File: src/rtl/sbm_pkg.sv
package sbm_pkg;
  typedef enum logic [1:0] {
    ST_IDLE  = 2'd0,
    ST_START = 2'd1,
    ST_XFER  = 2'd2
  } sbm_state_e;
endpackage

File: src/rtl/sbm_addr_map.sv
// Forms the high external address bits from a window of the internal address.
module sbm_addr_map #(
  parameter int HI_W = 10
) (
  input  logic [HI_W+1:0] addr_win,  // internal bits starting at the high field LSB
  input  logic            unshift,
  input  logic [1:0]      shamt,     // 0, 1 or 2
  output logic [HI_W-1:0] addr_hi
);
  for (genvar i = 0; i < HI_W; i++) begin : g_bit
    assign addr_hi[i] = unshift         ? addr_win[i]   :
                        (shamt == 2'd2) ? addr_win[i+2] :
                        (shamt == 2'd1) ? addr_win[i+1] :
                                          addr_win[i];
  end
endmodule

File: src/rtl/sbm_beat_ctr.sv
// Counts the beats left in a request; last is high on the final one.
module sbm_beat_ctr #(
  parameter int LEN_W = 3
) (
  input  logic             clk,
  input  logic             rst_n,
  input  logic             load,
  input  logic [LEN_W-1:0] load_len,
  input  logic             dec,
  output logic             last
);
  logic [LEN_W-1:0] left_m1;

  always_ff @(posedge clk or negedge rst_n) begin
    if (!rst_n)    left_m1 <= '0;
    else if (load) left_m1 <= load_len;
    else if (dec)  left_m1 <= left_m1 - 1'b1;
  end

  assign last = (left_m1 == '0);
endmodule

File: src/rtl/sbm_seq.sv
// Burst sequencer: idle, burst-start pulse, transfer.
module sbm_seq
  import sbm_pkg::*;
(
  input  logic       clk,
  input  logic       rst_n,
  input  logic       req_fire,
  input  logic       beat,
  input  logic       last,
  input  logic       restart,
  output sbm_state_e state
);
  sbm_state_e nxt;

  always_comb begin
    nxt = state;
    unique case (state)
      ST_IDLE:  if (req_fire) nxt = ST_START;
      ST_START: nxt = ST_XFER;
      ST_XFER: begin
        if (beat && last) nxt = req_fire ? ST_START : ST_IDLE;
        else if (restart) nxt = ST_START;
      end
      default:  nxt = ST_IDLE;
    endcase
  end

  always_ff @(posedge clk or negedge rst_n) begin
    if (!rst_n) state <= ST_IDLE;
    else        state <= nxt;
  end
endmodule

File: src/rtl/sbm_ctrl.sv
module sbm_ctrl
  import sbm_pkg::*;
#(
  parameter int ADDR_W = 28,
  parameter int DATA_W = 32,
  parameter int LEN_W  = 3,
  parameter int HI_LSB = 16,
  parameter int HI_W   = 10
) (
  input  logic              clk,
  input  logic              rst_n,
  input  logic              cfg_sync,
  input  logic              cfg_wait_mode,
  input  logic              cfg_unshift,
  input  logic [1:0]        cfg_width,
  input  logic              req_valid,
  output logic              req_ready,
  input  logic              req_write,
  input  logic [ADDR_W-1:0] req_addr,
  input  logic [LEN_W-1:0]  req_len,
  input  logic              wr_valid,
  output logic              wr_ready,
  input  logic [DATA_W-1:0] wr_data,
  output logic              rd_valid,
  output logic [DATA_W-1:0] rd_data,
  output logic              done,
  output logic              mem_cs_n,
  output logic              mem_adv_n,
  output logic              mem_oe_n,
  output logic              mem_we_n,
  output logic [HI_W-1:0]   mem_addr_hi,
  output logic [HI_LSB-1:0] mem_addr_lo,
  output logic [DATA_W-1:0] mem_dq_out,
  output logic              mem_dq_oe,
  input  logic [DATA_W-1:0] mem_dq_in,
  input  logic              mem_ecb_n
);
  localparam int WIN_W = HI_W + 2;

  sbm_state_e        state;
  logic [ADDR_W-1:0] cur_addr;
  logic              wr_q;
  logic              last;
  logic              hold, in_xfer, beat, req_fire, restart;
  logic [1:0]        shamt;
  logic [ADDR_W-1:0] step;

  // Width 3 behaves as word-wide.
  assign shamt   = cfg_width[1] ? 2'd2 : {1'b0, cfg_width[0]};
  assign step    = ADDR_W'(1) << shamt;

  assign hold      = cfg_sync & ~mem_ecb_n;
  assign in_xfer   = (state == ST_XFER);
  assign beat      = in_xfer & ~hold & (~wr_q | wr_valid);
  assign req_ready = (state == ST_IDLE) | (beat & last);
  assign req_fire  = req_valid & req_ready;
  assign restart   = in_xfer & hold & ~cfg_wait_mode;

  sbm_seq u_seq (
    .clk(clk), .rst_n(rst_n), .req_fire(req_fire), .beat(beat),
    .last(last), .restart(restart), .state(state)
  );

  sbm_beat_ctr #(.LEN_W(LEN_W)) u_cnt (
    .clk(clk), .rst_n(rst_n), .load(req_fire), .load_len(req_len),
    .dec(beat & ~req_fire), .last(last)
  );

  always_ff @(posedge clk or negedge rst_n) begin
    if (!rst_n) begin
      cur_addr <= '0;
      wr_q     <= 1'b0;
    end else if (req_fire) begin
      cur_addr <= req_addr;
      wr_q     <= req_write;
    end else if (beat) begin
      cur_addr <= cur_addr + step;
    end
  end

  always_ff @(posedge clk or negedge rst_n) begin
    if (!rst_n) begin
      rd_valid <= 1'b0;
      rd_data  <= '0;
      done     <= 1'b0;
    end else begin
      rd_valid <= beat & ~wr_q;
      done     <= beat & last;
      if (beat & ~wr_q) rd_data <= mem_dq_in;
    end
  end

  sbm_addr_map #(.HI_W(HI_W)) u_map (
    .addr_win(cur_addr[HI_LSB +: WIN_W]), .unshift(cfg_unshift),
    .shamt(shamt), .addr_hi(mem_addr_hi)
  );

  assign mem_addr_lo = cur_addr[HI_LSB-1:0];
  assign mem_cs_n    = (state == ST_IDLE);
  assign mem_adv_n   = (state != ST_START);
  assign mem_we_n    = ~((state != ST_IDLE) & wr_q);
  assign mem_oe_n    = ~((state != ST_IDLE) & ~wr_q);
  assign mem_dq_oe   = (state != ST_IDLE) & wr_q;
  assign mem_dq_out  = wr_data;
  assign wr_ready    = in_xfer & wr_q & ~hold;
endmodule

File: config.mk
export PLATFORM = sky130hd
export DESIGN_NAME = sbm_ctrl
export DESIGN_NICKNAME = d
export VERILOG_FILES = /design/src/rtl/sbm_pkg.sv /design/src/rtl/sbm_addr_map.sv /design/src/rtl/sbm_beat_ctr.sv /design/src/rtl/sbm_seq.sv /design/src/rtl/sbm_ctrl.sv
export SDC_FILE = /design/constraint.sdc
export NUM_CORES = 1
export LEC_CHECK = 0
export ABC_AREA = 1
export CAP_MARGIN = 0
export CORE_MARGIN = 5
export CORE_UTILIZATION = 40
export CTS_CLUSTER_DIAMETER = 100
export DETAILED_ROUTE_END_ITERATION = 10
export PLACE_DENSITY = 0.89
export SYNTH_ARGS = -nofsm -noshare
export SYNTH_HDL_FRONTEND = slang
export SYNTH_SLANG_ARGS = --single-unit
File: constraint.sdc
create_clock -name clk -period 2.1 [get_ports clk]
set_input_delay 0.42 -clock clk [delete_from_list [all_inputs] [get_ports clk]]
set_output_delay 0.42 -clock clk [all_outputs]
set_load 0.02 [all_outputs]
==> impl_metrics.ini <==
[final_layout]
layout-drive-gt1-share_pct = 12.8
fin_util_pct = 57.7
num_antenna_cells = 0
multi_input_area_um2 = 2070
layoutNonFillerInstCount = 920
ff_latch_area_um2 = 1700
areaGrowthSynthToFinish_pct = 40.8
nets = 887
nFillCells = 1000
final_common_cell = nand2_1
layout_common_cells = nand2_1, clkdlybuf4s50_1, inv_1

[worst_setup_path]
crit_path_end_kind = output pin
timing.critical_path.buf_inv = 1
critPathSlowestCell = clkdlybuf4s50_1
start_kind = flip-flop
cpPeakStageDelay_ns = 0.65
crit_family = buffers and inverters
crit_arrival_ns = 1.62
setup.worst_path.class = flip-flop to output pin
ff2ff_setup_slack_ns = 0.13
required_ns = 1.68
crit_fanout = 5
cp_cell_sequence = nor2_2 > clkdlybuf4s50_1

[detailed_routing]
final_antenna_net_count = 0
routedWlPerCell_um = 14.8
num_vias = 4582
drt_iter0_markers = 303
drcViolationCount = 0
wl_mm = 13.6
vias_per_cell = 4.98
first_pass_iters = 5

[clock_tree]
h-tree-depth = 3
clock_latency_ns = 0.33
root_buffer = clkbuf_16
numCtsBuffers = 9
clkTransAtPathRegs_ns = 0.06
clock_path_buffers = 2
clock-sinks = 68
cts_tree = built

[power]
power_leakage_nw = 3.13
ir_drop_mv = 0.767
powerDensity_nw_per_um2 = 1500

[floorplanning]
initial_core_util_pct = 41.0
fp.dieW_um = 116
dieArea_um2 = 13400
rows = 38
io_pins = 205
core_area_um2 = 10900
die_h_um = 116

[logic_synthesis]
synth_area_leaders = dfrtp_1, nand2_1, buf_4
syn_area_um2 = 4490
synth.ff_latch_count = 68
syn_area_per_cell_um2 = 6.95
synth_nets = 757
synthArstFlopShare_pct = 100
synth_flop_cell = dfrtp_1
syn_inst = 645
yosys.area.top_type = dfrtp_1
ys_seq_area_share_pct = 37.9
synth_edf_count = 0
yosysTopAreaCellShare_pct = 37.9
yosys_warnings = 0
synth_cell_types = 35

[global_route]
grt_usage_pct = 20.6
antenna_found_initial = 0
grt_pass1_vias = 4607
grt_max_degree = 57
overflow = 0
grt_pass1_wl_mm = 22.2

[timing]
slew_viol_final = 0
setup_viol = 0
max_freq_mhz = 489
tightest_slew_ns = 0.519
maxSlewHeadroom_pct = 65.3
skew_ns = 0.0126
rsz0062_at_grt = true
post-route-min-period_ns = 2.04
period_share_pct = 97.3
hold_viol_final = 0

[placement]
hpwlAfterDp_mm = 10.4
place.gp.congestion = 0.929
io_buffers = 140
dp.cells = 902

[run]
drv_cap = 0

[status]
status = finished, final reports clean

[hold_path]
hp-class = flip-flop to flip-flop
## path summary, 6_finish.rpt
| kind | cells after the start | end | startpoint |
|---|---|---|---|
| setup / recovery | 2 | mem_cs_n | u_seq.state[0] |
| hold / removal | 2 | rd_data[12] | rd_data[12] |
| setup reg to reg | 11 | cur_addr[13] | u_seq.state[0] |
| hold reg to reg | 2 | rd_data[12] | rd_data[12] |
| max in group asynchronous | 3 | rd_data[7] | rst_n |
| min in group asynchronous | 2 | cur_addr[1] | rst_n |
## layer usage
layer	wire length [um]	global-route usage, %	up-vias
met5	0	0	-
met4	243	5.65	0
met3	1730	8.20	24
met2	6160	33.7	225
met1	5460	25.5	2069
li1	-	-	2264
## tightest hold or removal path, delay by kind of cell (launching register included)
| kind | cells | cell delay [ns] |
|---|---|---|
| flip-flops | 1 | 0.34 |
| AND/OR/NAND/NOR | 2 | 0.09 |
## metrics by stage
step / total power [mW] / setup TNS (ns) / worst slack [ns] / area (um^2) / hold slack (ns)
floorplan: 5.62 / 0 / 0.293 / 4490 / 0.124
global placement: 7.73 / -13.14 / -0.441 / 5990 / 0.338
detailed placement: 7.85 / -15.28 / -0.514 / 5990 / 0.346
CTS: 9.48 / -0.0209 / -0.0197 / 6290 / 0.472
global route: 10.2 / -0.00677 / -0.00677 / 6310 / 0.490
finish: 9.46 / 0 / 0.0565 / 6310 / 0.466
## synthesized netlist by cell type, types with 2 or more instances
cell      instances
nand2_1         222
inv_1            70
dfrtp_1          68
nand3_1          56
buf_4            48
nor2_1           48
o22ai_1          23
o21ai_0          14
nand4_1          12
clkbuf_1         11
nor3_1           10
buf_2             6
ha_1              6
a21oi_1           5
inv_2             5
nand2_2           5
o211ai_1          5
xor2_1            5
buf_6             3
o21bai_1          3
or2_0             3
nand3b_1          2
o21ai_1           2
xnor2_1           2
## timing repair
| item | in CTS | in global routing |
|---|---|---|
| pin swaps | 2 | 1 |
| resized for setup | 51 | 13 |
| endpoints found under the setup margin | 27 | 42 |
| hold buffers | 1 | 0 |
| buffers inserted | 1 | 0 |
| cloned | 0 | 0 |
| endpoints found under the hold margin | 4 | 0 |
## where the power goes
part	internal [mW]	switching, mW	leakage, nW
sequential	1.92	0.582	0.837
clock	1.04	0.601	0.149
combinational	2.30	3.01	2.14
## kinds of logic after synthesis
group           after synthesis  synth area share, %
xor+xnor                      7                 1.37
flops                        68                 37.9
simple gates                362                 33.8
fa+ha+maj                     6                 1.67
compound gates               58                 8.54
buf+inv                     143                 16.7
other cells                   1               0.0836
## flip-flops by register name, indices dropped and copies added (netlist names)
register	cells
rd_data	32
u_cnt.left_m1	3
cur_addr	28
u_seq.state	2
rd_valid	1
wr_q	1
done	1
## area by class of cell
type,count,area share (%)
Clock inverter,6,1.41
Clock buffer,10,3.63
Multi-Input combinational cell,434,32.8
Timing Repair Buffer,187,28.0
Inverter,75,4.50
Sequential cell,68,26.9
Tap cell,140,2.77
No activity file was read; power rests on OpenSTA's default activity.
